File: config.mk
export PLATFORM = sky130hd
export DESIGN_NAME = spwm_bridge_mod
export DESIGN_NICKNAME = d
export VERILOG_FILES = /design/src/rtl/spwm_pkg.sv /design/src/rtl/spwm_carrier.sv /design/src/rtl/spwm_reference.sv /design/src/rtl/spwm_deadtime.sv /design/src/rtl/spwm_bridge_mod.sv
export SDC_FILE = /design/constraint.sdc
export NUM_CORES = 1
export LEC_CHECK = 0
export BUFFER_PORTS_ARGS = -buffer_cell sky130_fd_sc_hd__buf_2
export CAP_MARGIN = 0
export CORE_MARGIN = 10
export CORE_UTILIZATION = 60
export DETAILED_ROUTE_END_ITERATION = 16
export PLACE_DENSITY_LB_ADDON = 0.12
export SLEW_MARGIN = 20
export SYNTH_ARGS = -nofsm -noshare
export SYNTH_HDL_FRONTEND = slang
export SYNTH_SLANG_ARGS = --single-unit
File: constraint.sdc
create_clock -name clk -period 10.34 [get_ports clk]
set_input_delay 3.102 -clock clk [delete_from_list [all_inputs] [get_ports clk]]
set_output_delay 3.102 -clock clk [all_outputs]
set_load 0.01 [all_outputs]
File: src/rtl/spwm_pkg.sv
package spwm_pkg;

  typedef enum logic {
    MODE_TWO   = 1'b0,
    MODE_THREE = 1'b1
  } bridge_mode_e;

  // Parabolic half-wave shape: 4*h*(half-h)/half^2, scaled to full carrier count
  function automatic int shape_mag(int h, int half, int cmax);
    return (4 * h * (half - h) * cmax) / (half * half);
  endfunction

  // Amplitude gain with saturation at full duty
  function automatic int scale_sat(int mag, int amp, int frac, int cmax);
    int prod;
    prod = (mag * amp) >>> frac;
    return (prod > cmax) ? cmax : prod;
  endfunction

  // Compare threshold for leg A
  function automatic int leg_threshold(logic three, logic neg, int mag, int cmax);
    if (three) return neg ? (cmax - mag) : mag;
    return neg ? ((cmax - mag) / 2) : ((cmax + mag) / 2);
  endfunction

endpackage

File: src/rtl/spwm_carrier.sv
module spwm_carrier #(
  parameter int CW = 6,
  parameter int IW = 5
) (
  input  logic          clk,
  input  logic          rst,
  output logic [CW-1:0] cnt,
  output logic [IW-1:0] idx_next,
  output logic          wrap,
  output logic          sync
);

  logic [IW-1:0] idx;

  always_comb begin
    wrap     = (cnt == {CW{1'b1}});
    idx_next = idx + IW'(1);
  end

  always_ff @(posedge clk) begin
    if (rst) begin
      cnt  <= '0;
      idx  <= '0;
      sync <= 1'b0;
    end else begin
      cnt  <= cnt + CW'(1);
      if (wrap) idx <= idx_next;
      sync <= wrap && (idx_next == '0);
    end
  end


  idx_step_chk: assert property (@(posedge clk) disable iff (rst)
    !wrap |=> $stable(idx));


  sync_align_chk: assert property (@(posedge clk) disable iff (rst)
    sync |-> (cnt == '0 && idx == '0));

endmodule

File: src/rtl/spwm_reference.sv
module spwm_reference import spwm_pkg::*; #(
  parameter int CW = 6,
  parameter int IW = 5,
  parameter int AW = 8,
  parameter int AF = 7
) (
  input  logic          clk,
  input  logic          rst,
  input  logic          load,
  input  logic [IW-1:0] idx_next,
  input  logic [AW-1:0] amp,
  input  logic          mode_in,
  output logic [CW:0]   mag_q,
  output logic          neg_q,
  output bridge_mode_e  mode_q
);

  localparam int HALF = 1 << (IW - 1);
  localparam int CMAX = 1 << CW;

  logic [IW-2:0] half_pos;
  logic [CW:0]   mag_next;

  always_comb begin
    half_pos = idx_next[IW-2:0];
    mag_next = (CW+1)'(scale_sat(shape_mag(int'(half_pos), HALF, CMAX),
                                 int'(amp), AF, CMAX));
  end

  always_ff @(posedge clk) begin
    if (rst) begin
      mag_q  <= '0;
      neg_q  <= 1'b0;
      mode_q <= MODE_TWO;
    end else if (load) begin
      mag_q  <= mag_next;
      neg_q  <= idx_next[IW-1];
      mode_q <= bridge_mode_e'(mode_in);
    end
  end


  hold_mid_period_chk: assert property (@(posedge clk) disable iff (rst)
    !load |=> ($stable(mag_q) && $stable(neg_q) && $stable(mode_q)));


  zero_cross_chk: assert property (@(posedge clk) disable iff (rst)
    (neg_q != $past(neg_q)) |-> (mag_q == '0));

endmodule

File: src/rtl/spwm_deadtime.sv
module spwm_deadtime #(
  parameter int DW = 4
) (
  input  logic          clk,
  input  logic          rst,
  input  logic          cmd,
  input  logic [DW-1:0] dt,
  output logic          gate_hi,
  output logic          gate_lo
);

  logic          cmd_q;
  logic [DW-1:0] wait_q;
  logic          settled;

  always_ff @(posedge clk) begin
    if (rst) begin
      cmd_q  <= 1'b0;
      wait_q <= '0;
    end else if (cmd != cmd_q) begin
      cmd_q  <= cmd;
      wait_q <= dt;
    end else if (wait_q != '0) begin
      wait_q <= wait_q - DW'(1);
    end
  end

  always_comb begin
    settled = (wait_q == '0);
    gate_hi = cmd_q & settled;
    gate_lo = ~cmd_q & settled;
  end

endmodule

File: src/rtl/spwm_bridge_mod.sv
module spwm_bridge_mod import spwm_pkg::*; #(
  parameter int CARR_W   = 6,
  parameter int IDX_W    = 5,
  parameter int AMP_W    = 8,
  parameter int AMP_FRAC = 7,
  parameter int DT_W     = 4
) (
  input  logic             clk,
  input  logic             rst,
  input  logic             mode_sel,
  input  logic [AMP_W-1:0] amp_scale,
  input  logic [DT_W-1:0]  dead_cnt,
  output logic             gate_ah,
  output logic             gate_al,
  output logic             gate_bh,
  output logic             gate_bl,
  output logic             sync_o
);

  localparam int CMAX = 1 << CARR_W;
  localparam int NLEG = 2;

  logic [CARR_W-1:0] car_cnt;
  logic [IDX_W-1:0]  idx_next;
  logic              car_wrap;
  logic              line_sync;
  logic [CARR_W:0]   mag_q;
  logic              neg_q;
  bridge_mode_e      mode_q;
  logic [CARR_W:0]   thr_a;
  logic [NLEG-1:0]   leg_cmd;
  logic [NLEG-1:0]   gate_hi;
  logic [NLEG-1:0]   gate_lo;

  spwm_carrier #(.CW(CARR_W), .IW(IDX_W)) u_carrier (
    .clk      (clk),
    .rst      (rst),
    .cnt      (car_cnt),
    .idx_next (idx_next),
    .wrap     (car_wrap),
    .sync     (line_sync)
  );

  spwm_reference #(.CW(CARR_W), .IW(IDX_W), .AW(AMP_W), .AF(AMP_FRAC)) u_ref (
    .clk      (clk),
    .rst      (rst),
    .load     (car_wrap),
    .idx_next (idx_next),
    .amp      (amp_scale),
    .mode_in  (mode_sel),
    .mag_q    (mag_q),
    .neg_q    (neg_q),
    .mode_q   (mode_q)
  );

  always_comb begin
    thr_a = (CARR_W+1)'(leg_threshold(mode_q == MODE_THREE, neg_q,
                                      int'(mag_q), CMAX));
    leg_cmd[0] = ({1'b0, car_cnt} < thr_a);
    leg_cmd[1] = (mode_q == MODE_THREE) ? neg_q : ~leg_cmd[0];
  end

  for (genvar g = 0; g < NLEG; g++) begin : g_leg
    spwm_deadtime #(.DW(DT_W)) u_dt (
      .clk     (clk),
      .rst     (rst),
      .cmd     (leg_cmd[g]),
      .dt      (dead_cnt),
      .gate_hi (gate_hi[g]),
      .gate_lo (gate_lo[g])
    );
  end

  assign gate_ah = gate_hi[0];
  assign gate_al = gate_lo[0];
  assign gate_bh = gate_hi[1];
  assign gate_bl = gate_lo[1];
  assign sync_o  = line_sync;


  gap_a_hi_chk: assert property (@(posedge clk) disable iff (rst)
    ($rose(gate_ah) && $past(dead_cnt) != '0) |-> $past(!gate_al));


  gap_a_lo_chk: assert property (@(posedge clk) disable iff (rst)
    ($rose(gate_al) && $past(dead_cnt) != '0) |-> $past(!gate_ah));


  gap_b_hi_chk: assert property (@(posedge clk) disable iff (rst)
    ($rose(gate_bh) && $past(dead_cnt) != '0) |-> $past(!gate_bl));


  two_level_comp_chk: assert property (@(posedge clk) disable iff (rst)
    (($past(mode_q) == MODE_TWO) && gate_ah) |-> !gate_bh);

endmodule

==> metrics, run 1 <==
status=completed; post-DR wirelength/cell=14.91 um; Max Freq=about 110 MHz; Synth Instances=roughly 660; startpoint types=flop; sequential share of power=0.193; clk buf depth=2; Max Slew Vio Count=0; Netlist cell types=65; CP endpoint=u_ref.mag_q[3]; r2r setup slk=roughly 830 ps; # rows=34; Syn. warnings=0; Comb power frac=0.663; CTS Sinks=30; number of diodes=0; Post-CTS Setup Bufs=0; CTS Buf Count=5; maximum vdd drop=77.42 uV; Detailed Place HPWL=9.470 mm; vias per inst=5.713; clock transition at the registers of the reported paths=70 ps; Initial DRT Pass Iterations=5; Total Wirelength=11.54 mm; Final Worst Setup Slack=around 830 ps; CP dominant cell by count=fa_1; die area=13,270 um2; vias in the first global route=4,513; part of the cycle the worst path needs=0.9202; number of max-cap violations=0; Critical path origin=u_carrier.idx[0]; r2r startpoint=u_carrier.idx[0]; slowest CP cell=dfxtp_1; number of synthesized flops with an enable pin=0; Synth area leaders=fa_1 (20%), ha_1 (18%), dfxtp_1 (11%), inv_1 (6.2%), nand2_1 (4.0%); Sw Ratio=0.4554; total track usage=0.1864; Switch Pwr=315.9 uW; nets@finish=812; Inst Count DP=~770; post_cts resized=0; most common cell in the netlist=inv_1; crit-path max cell delay=640 ps; number of register bits inferred by synthesis=30; core region area=8763 um2; Die Wd=~120 um; global-route wire length before repair=20.96 mm; Synth top cells by count=inv_1 (90), ha_1 (78), nand2_1 (58); Ports=20; Worst Tran Pin Value=967.2 ps; GPL Wtd Cong=0.8899; gr ovfl total=0; Max Clock Skew=7.482 ps; via count=~4,400; Worst EP required=10,550 ps; R2R depth=30; Pwr Density=122.0 nW/um2; sequential area share after synthesis=0.1105; setup TNS=0 ps; Crit Path Max Fanout=15; Initial Util=0.6202; max_slew headroom=0.3508; Worst-Skew Late Latency=280 ps; unrepaired setup endpoints after global routing=false; DRC=0; Setup CP Type=reg2reg; Tmin final=9515 ps; Pint=377.7 uW; Clk pwr share=0.144; hold crit path type=reg2reg; area leader, netlist=fa_1; Post-synth top flop=dfxtp_1; leakage power=2.841 nW; syn avg cell area=8.285 um2; DR iter-0 viols=340; synthesized area=5435 um2; Die Y=~120 um; final setup fails=0; Port Buf Inserts=19; largest net degree at the start of global routing=34; CTS tree=yes; Routed Antenna Nets=0; layout cells sized above 1=0.05405; CTS hold repair buffers=0; CTS root buffer=clkbuf_8; top cell type's share of synthesized area=0.1989; share of flip-flops with an asynchronous set or reset=0; initial antenna violation count=0; P&R area growth vs syn=4.604%; reg2reg end=u_ref.mag_q[3]; Final Hold Vio Count=0; H-tree depth=2; Arrival @ worst endpoint=9730 ps; Finished Layout Cells=774; worst slack at placement=881.6 ps; Worst setup EP type=flop
==> critical path: cells and delay by family (launching register included) <==
family / cells / cell delay [ps]
flip-flops: 1 / 640
adder cells (fa/ha/maj): 10 / 4510
buffers and inverters: 4 / 260
AO/OA/AOI/OAI: 8 / 2150
XOR/XNOR: 2 / 630
AND/OR/NAND/NOR: 6 / 1230
==> cell type report <==
| cell class | instances | area [um2] |
|---|---|---|
| clock buffer | 7 | 86.33 |
| clock inverter | 1 | 5.005 |
| fill | 748 | 3078 |
| inverter | 91 | 341.6 |
| multi-input combinational | 518 | 4422 |
| sequential | 30 | 600.6 |
| tap | 108 | 135.1 |
| timing repair buffer | 19 | 95.09 |
==> cells by family after synthesis <==
group,after synthesis,share of synthesized area
and+or+nand+nor,223,0.2180
adders and majority gates,132,0.3785
AOI/OAI and AO/OA,114,0.1372
buffers and inverters,112,0.07873
xor gates and xnor gates,31,0.04995
DFF,30,0.1105
muxes,13,0.02647
other,1,0.0006899
==> stage by stage <==
stage	cell area [um2]	utilization	total power [mW]	hold slack, ps
after CTS	5685	0.6488	0.6947	478.8
after detailed placement	5594	0.6384	0.5927	464.1
final	5685	0.6488	0.6936	480.6
after global routing	5685	0.6488	0.7736	499.4
after global placement	5594	0.6384	0.5780	457.9
after floorplan	5450	-	0.5027	429.3
==> cells in the final DEF (no fill, tap or decap), drive strengths merged, types with 14 or more instances in the layout <==
cell type / Yosys / routed
inv: 90 / 90
ha: 78 / 78
nand2: 58 / 58
fa: 54 / 54
a21oi: 31 / 31
dfxtp: 30 / 30
and2: 29 / 29
o21ai: 29 / 29
nor2: 28 / 28
nor2b: 26 / 26
nand2b: 19 / 19
buf: 6 / 19
xnor2: 17 / 17
nand3: 15 / 15
xor2: 14 / 14
==> per-layer routing <==
layer  global-route usage  vias to the layer above  share of wire
li1                     -                     2213              -
met1               0.2512                     2092           0.47
met2               0.3142                      107           0.48
met3              0.02396                       10          0.040
met4              0.03218                        0         0.0097
met5                    0                        -              0
==> worst min path at each step <==
stage / slack (ps) / cells past startpoint / endpoint / start
2_1_floorplan: 430 / 1 / u_carrier.cnt[0] / u_carrier.cnt[0]
3_3_place_gp: 460 / 1 / u_carrier.cnt[0] / u_carrier.cnt[0]
3_5_place_dp: 460 / 1 / u_carrier.cnt[0] / u_carrier.cnt[0]
6_report: 480 / 1 / u_carrier.cnt[0] / u_carrier.cnt[0]
4_1_cts: 480 / 1 / u_carrier.cnt[0] / u_carrier.cnt[0]
5_1_grt: 500 / 1 / u_carrier.cnt[0] / u_carrier.cnt[0]
==> state kept, by name, indices dropped and copies added, names as in the netlist <==
name / count
u_carrier.idx: 5
g_leg.u_dt.cmd_q: 2
u_ref.mag_q: 7
u_ref.mode_q: 1
u_carrier.sync: 1
u_carrier.cnt: 6
g_leg.u_dt.wait_q: 8
==> power by group through the flow <==
stage | Combinational (mW) | Clock [mW] | Sequential [mW]
floorplan | 0.368 | 0 | 0.134
global placement | 0.442 | 0 | 0.136
detailed placement | 0.456 | 0 | 0.136
CTS | 0.459 | 0.102 | 0.134
global route | 0.531 | 0.107 | 0.135
finish | 0.460 | 0.0996 | 0.134
(Power assumes the default switching activity.)
==> inputs of run 2 (changes only) <==
REMOVE_ABC_BUFFERS = 1   (was not set)
==> metrics, run 2 (synthesis results as in run 1) <==
status=completed; total track usage=0.1784 (-0.007961); Die Wd=115.2 um (unchanged); Ports=20 (unchanged); Switch Pwr=315.5 uW (-0.12%); Largest register FFs=8 (unchanged); final setup fails=0 (unchanged); post-DR wirelength/cell=14.86 um (-0.34%); layout cells sized above 1=0.05405 (unchanged); Hold Path Cell Cnt=1 (unchanged); P&R area growth vs syn=4.604% (unchanged); Crit path max-delay family=adder cells; Max Clock Skew=8.768 ps (+1.286 ps); reg2reg end=u_ref.mag_q[2]; Critical path origin=u_carrier.idx[0]; CTS tree=yes; Pwr Density=121.8 nW/um2 (-0.14%); largest net degree at the start of global routing=34 (unchanged); Tmin final=9518 ps (+3.458 ps); unrepaired setup endpoints after global routing=false; CTS Sinks=30 (unchanged); part of the cycle the worst path needs=0.9205 (about the same); Sw Ratio=0.4556 (about the same); core region area=8763 um2 (unchanged); critical path buffer and inverter count=5 (+1); Pint=377.1 uW (-0.16%); DRC=0 (unchanged); Max Freq=105.1 MHz (about the same); Comb power frac=0.664 (about the same); Routed Antenna Nets=0 (unchanged); r2r startpoint=u_carrier.idx[0]; commonest cells after routing, fill and taps aside=inv_1 (90), ha_1 (78), nand2_1 (58), fa_1 (54), a21oi_1 (31); startpoint types=flop; Initial Util=0.6202 (unchanged); nets@finish=812 (unchanged); worst slack at placement=884.4 ps (+2.835 ps); Worst EP required=10,550 ps (about the same); Crit Path Max Fanout=15 (unchanged); Die Y=115.2 um (unchanged); die area=13,270 um2 (unchanged); clk buf depth=2 (unchanged); hold crit path type=reg2reg; Max Slew Vio Count=0 (unchanged); r2r setup slk=820 ps (about the same); vias per inst=5.745 (+0.57%); clock transition at the registers of the reported paths=70 ps (about the same); initial antenna violation count=0 (unchanged); Worst-Skew Late Latency=280 ps (about the same); via count=4,447 (+0.57%); crit-path max cell delay=650 ps (about the same); H-tree depth=2 (unchanged); Initial DRT Pass Iterations=6 (+1); CP dominant cell by count=fa_1; Total Wirelength=11.50 mm (-0.34%); GPL Wtd Cong=0.8925 (+0.29%); Port Buf Inserts=19 (unchanged); gr ovfl total=0 (unchanged); global-route wire length before repair=19.92 mm (-4.9%); CP endpoint=u_ref.mag_q[2]; Detailed Place HPWL=9.432 mm (-0.40%); Setup CP Type=reg2reg; Top Registers=g_leg.u_dt.wait_q x8, u_ref.mag_q x7, u_carrier.cnt x6; Final Hold Vio Count=0 (unchanged); Worst setup EP type=flop; leakage power=2.841 nW (unchanged); commonest non-fill, non-tap cell in the layout=inv_1; R2R depth=31 (+3.3%); maximum vdd drop=71.41 uV (-7.8%); max_slew headroom=0.3685 (+0.01762); setup TNS=0 ps (unchanged); Clk pwr share=0.143 (about the same); Final Worst Setup Slack=821.9 ps (-3.458 ps); Worst Tran Pin Value=940.9 ps (-26.25 ps); Arrival @ worst endpoint=9730 ps (about the same); post_cts resized=0 (unchanged); Crit path depth=31 (+3.3%); # rows=34 (unchanged); CTS Buf Count=5 (unchanged); Post-CTS Setup Bufs=0 (unchanged); vias in the first global route=4,337 (-3.9%); slowest CP cell=dfxtp_1; CTS hold repair buffers=0 (unchanged); Largest Register=g_leg.u_dt.wait_q; number of diodes=0 (unchanged); number of max-cap violations=0 (unchanged); DR iter-0 viols=256 (-25%); CTS root buffer=clkbuf_8; sequential share of power=0.193 (about the same)
[run 2: worst min path at each step]
stage / start / to / slack, ps
2_1_floorplan: u_carrier.cnt[0] / u_carrier.cnt[0] / 430
3_3_place_gp: u_carrier.cnt[0] / u_carrier.cnt[0] / 450
3_5_place_dp: u_carrier.cnt[0] / u_carrier.cnt[0] / 450
4_1_cts: u_carrier.cnt[0] / u_carrier.cnt[0] / 470
5_1_grt: u_carrier.cnt[0] / u_carrier.cnt[0] / 510
6_report: u_carrier.cnt[0] / u_carrier.cnt[0] / 470
[run 2: metrics by stage]
stage / instances / hold slack [ps] / utilization / power, mW / area (um2)
finish: 774 / 468.6 / 0.6488 / 0.6926 / 5685
global route: 774 / 508.7 / 0.6488 / 0.7647 / 5685
CTS: 774 / 469.2 / 0.6488 / 0.6932 / 5685
detailed placement: 766 / 453.8 / 0.6384 / 0.5907 / 5594
global placement: 766 / 447.6 / 0.6384 / 0.5770 / 5594
floorplan: 639 / 429.3 / - / 0.4960 / 5364
[run 2: final cells by class]
type                            count  area, um2
Inverter                           91      341.6
Clock inverter                      1      5.005
Tap cell                          108      135.1
Clock buffer                        7      86.33
Multi-Input combinational cell    518       4422
Sequential cell                    30      600.6
Timing Repair Buffer               19      95.09
Fill cell                         786       3078
[run 2: worst reg2reg max path, delay by kind of cell, from the launching register on]
kind                     cells  cell delay [ps]
flip-flops                   1              650
adder cells (fa/ha/maj)     10             4590
AND/OR/NAND/NOR              6             1130
buffers and inverters        5              310
XOR/XNOR                     2              620
AO/OA/AOI/OAI                8             2140
[run 2: power by group through the flow]
| stage | combinational [mW] | clock (mW) | sequential (mW) |
|---|---|---|---|
| 3_5_place_dp | 0.454 | 0 | 0.136 |
| 2_1_floorplan | 0.362 | 0 | 0.134 |
| 6_report | 0.460 | 0.0991 | 0.134 |
| 5_1_grt | 0.522 | 0.107 | 0.135 |
| 4_1_cts | 0.458 | 0.101 | 0.134 |
| 3_3_place_gp | 0.441 | 0 | 0.136 |
[run 2: layer usage]
layer	up-vias	wire, um	global-route usage
met4	0	114	0.03135
met1	2124	5332	0.2356
met3	9	496	0.02292
met5	-	0	0
li1	2216	-	-
met2	98	5556	0.3067
==> inputs of run 3 (changes only) <==
ABC_AREA = 1   (was not set)
==> metrics, run 3 <==
status=completed; initial antenna violation count=0 (unchanged); maximum vdd drop=99.99 uV (+40%); CTS Buf Count=5 (unchanged); Max Freq=117.8 MHz (+12%); footprint of the multi-input gates=4154 um2 (-6.1%); Largest Register=g_leg.u_dt.wait_q; vias per inst=5.234 (-8.9%); Top Registers=g_leg.u_dt.wait_q x8, u_ref.mag_q x7, u_carrier.cnt x6; Syn. warnings=0 (unchanged); CTS root buffer=clkbuf_8; GPL Wtd Cong=0.9524 (+6.7%); vias in the first global route=4,767 (+9.9%); DP Area=5582 um2 (-0.22%); CTS tree=yes; top cell type's share of synthesized area=0.1995 (+0.0006431); hold crit path type=reg2reg; gr ovfl total=0 (unchanged); share of flip-flops with an asynchronous set or reset=0 (unchanged); Setup CP Type=reg2reg; die area=13,230 um2 (-0.26%); Synth top cells by count=nand2_1 (174), inv_1 (156), nor2_1 (86); Pwr Density=124.0 nW/um2 (+1.8%); Max Slew Vio Count=0 (unchanged); Initial DRT Pass Iterations=5 (-1); CTS hold repair buffers=0 (unchanged); sequential area share after synthesis=0.1109 (+0.0003573); Worst Tran Pin Value=750.2 ps (-190.7 ps); Final Hold Vio Count=0 (unchanged); Finished Layout Cells=902 (+17%); Die Y=115.0 um (-0.13%); Detailed Place HPWL=10.10 mm (+7.1%); post-route cell area=5673 um2 (-0.22%); Port Buf Inserts=19 (unchanged); reg2reg end=u_ref.mag_q[2]; crit-path max cell delay=650 ps (about the same); Worst setup EP type=flop; part of the cycle the worst path needs=0.8212 (-0.09929); synthesized area=5418 um2 (-0.32%); hold wc startpoint=u_carrier.cnt[0]; H-tree depth=2 (unchanged); commonest cells after routing, fill and taps aside=nand2_1 (174), inv_1 (156), nor2_1 (86), ha_1 (78), fa_1 (54); most common cell in the netlist=nand2_1; nets@finish=940 (+16%); hold path endpoint=u_carrier.cnt[0]; slowest CP cell=dfxtp_1; Crit Path Max Fanout=14 (-1); Layout fillers=797 (+1.4%); final setup fails=0 (unchanged); DR iter-0 viols=287 (+12%); core region area=8763 um2 (unchanged); Die Wd=115.0 um (-0.13%); Worst-Skew Late Latency=290 ps (about the same); Max Clock Skew=9.353 ps (+0.5849 ps); Post-synth top flop=dfxtp_1; r2r setup slk=1850 ps (+1030 ps); setup TNS=0 ps (unchanged); post-DR wirelength/cell=13.05 um (-12%); Ports=20 (unchanged); r2r startpoint=u_carrier.idx[0]; Largest register FFs=8 (unchanged); number of max-cap violations=0 (unchanged); worst slack at placement=1927 ps (+1043 ps); total track usage=0.1884 (+0.01005); clk buf depth=2 (unchanged); R2R depth=37 (+19%); Total Wirelength=11.77 mm (+2.4%); syn avg cell area=6.973 um2 (-16%); via count=4,721 (+6.2%); DRC=0 (unchanged); number of register bits inferred by synthesis=30 (unchanged); startpoint types=flop; clock transition at the registers of the reported paths=70 ps (about the same); leakage power=3.193 nW (+12%); layout cells sized above 1=0.07305 (+0.01899); final hold slack=465.7 ps (-2.943 ps); register area=600.6 um2 (unchanged); Final Worst Setup Slack=1849 ps (+1027 ps); global-route wire length before repair=20.87 mm (+4.8%); Netlist cell types=37 (-43%); max_slew headroom=0.4986 (+0.1302); Initial Util=0.6182 (-0.001999); Hold Path Cell Cnt=1 (unchanged); CTS Sinks=30 (unchanged); Crit path max-delay family=adder cells; post_cts resized=0 (unchanged); Routed Antenna Nets=0 (unchanged); # rows=34 (unchanged); critical path buffer and inverter count=6 (+1); Worst EP required=10,550 ps (about the same); area leader, netlist=fa_1; Critical path origin=u_carrier.idx[0]; Post-CTS Setup Bufs=0 (unchanged); largest net degree at the start of global routing=24 (-29%); unrepaired setup endpoints after global routing=false; number of synthesized flops with an enable pin=0 (unchanged); Synth area leaders=fa_1 (20%), ha_1 (18%), nand2_1 (12%), dfxtp_1 (11%), inv_1 (11%); Arrival @ worst endpoint=8710 ps (-1020 ps); Tmin final=8491 ps (-1027 ps); commonest non-fill, non-tap cell in the layout=nand2_1; number of diodes=0 (unchanged); Inst Count DP=894 (+17%); Synth Instances=777 (+18%); P&R area growth vs syn=4.711%
run 3: changes by cell type in the layout (fill, tap and decap cells not counted), sizes merged, moves of 11 or more:
| cell | delta |
|---|---|
| nand2 | +128 |
| nand3 | +22 |
| xnor2 | -12 |
| a21oi | +12 |
| inv | +69 |
| nand2b | -19 |
| nor2b | -26 |
| or3 | -11 |
| nor2 | +64 |
| mux2i | -11 |
| and2 | -28 |
run 3: per-stage QoR:
| stage | util | total power [mW] |
|---|---|---|
| 4_1_cts | 0.6473 | 0.7029 |
| 2_1_floorplan | - | 0.4906 |
| 3_5_place_dp | 0.6369 | 0.6033 |
| 6_report | 0.6473 | 0.7035 |
| 3_3_place_gp | 0.6369 | 0.5892 |
| 5_1_grt | 0.6473 | 0.7875 |
run 3: worst max-delay path by stage:
stage,end,slack [ps],cells past startpoint
6_report,u_ref.mag_q[2],1850,37
5_1_grt,u_ref.mag_q[5],1260,37
4_1_cts,u_ref.mag_q[2],1870,37
3_5_place_dp,u_ref.mag_q[2],1930,37
3_3_place_gp,u_ref.mag_q[1],2140,37
2_1_floorplan,u_ref.mag_q[6],2590,38
run 3: final cells by class:
cell class	instances	share of cell area
Clock buffer	7	0.01522
Clock inverter	1	0.0008822
Inverter	159	0.1052
Multi-Input combinational cell	578	0.7322
Sequential cell	30	0.1059
Tap cell	108	0.02382
Timing Repair Buffer	19	0.01676
run 3: logic make-up after synthesis:
kind of cell             Yosys count  synth area share
other                              1         0.0006922
AND/OR/NAND/NOR                  348            0.2797
AO/OA/AOI/OAI                     74           0.07321
buffers and inverters            173            0.1252
adder cells (fa/ha/maj)          132            0.3797
XOR/XNOR                          19           0.03072
flip-flops                        30            0.1109
run 3: metal layers:
metal,track usage,wire (um),vias up
met4,0.05528,252,0
met1,0.2206,5017,2155
met5,0,0,-
met3,0.02917,601,22
met2,0.3446,5903,121
li1,-,-,2423
run 3: report_power, final:
part	leakage [nW]	total [mW]	switching, mW	internal, mW
registers	0.245	0.132	0.00530	0.127
logic	2.90	0.474	0.306	0.168
clock network	0.0482	0.0975	0.0439	0.0536
total	3.19	0.703	0.355	0.348
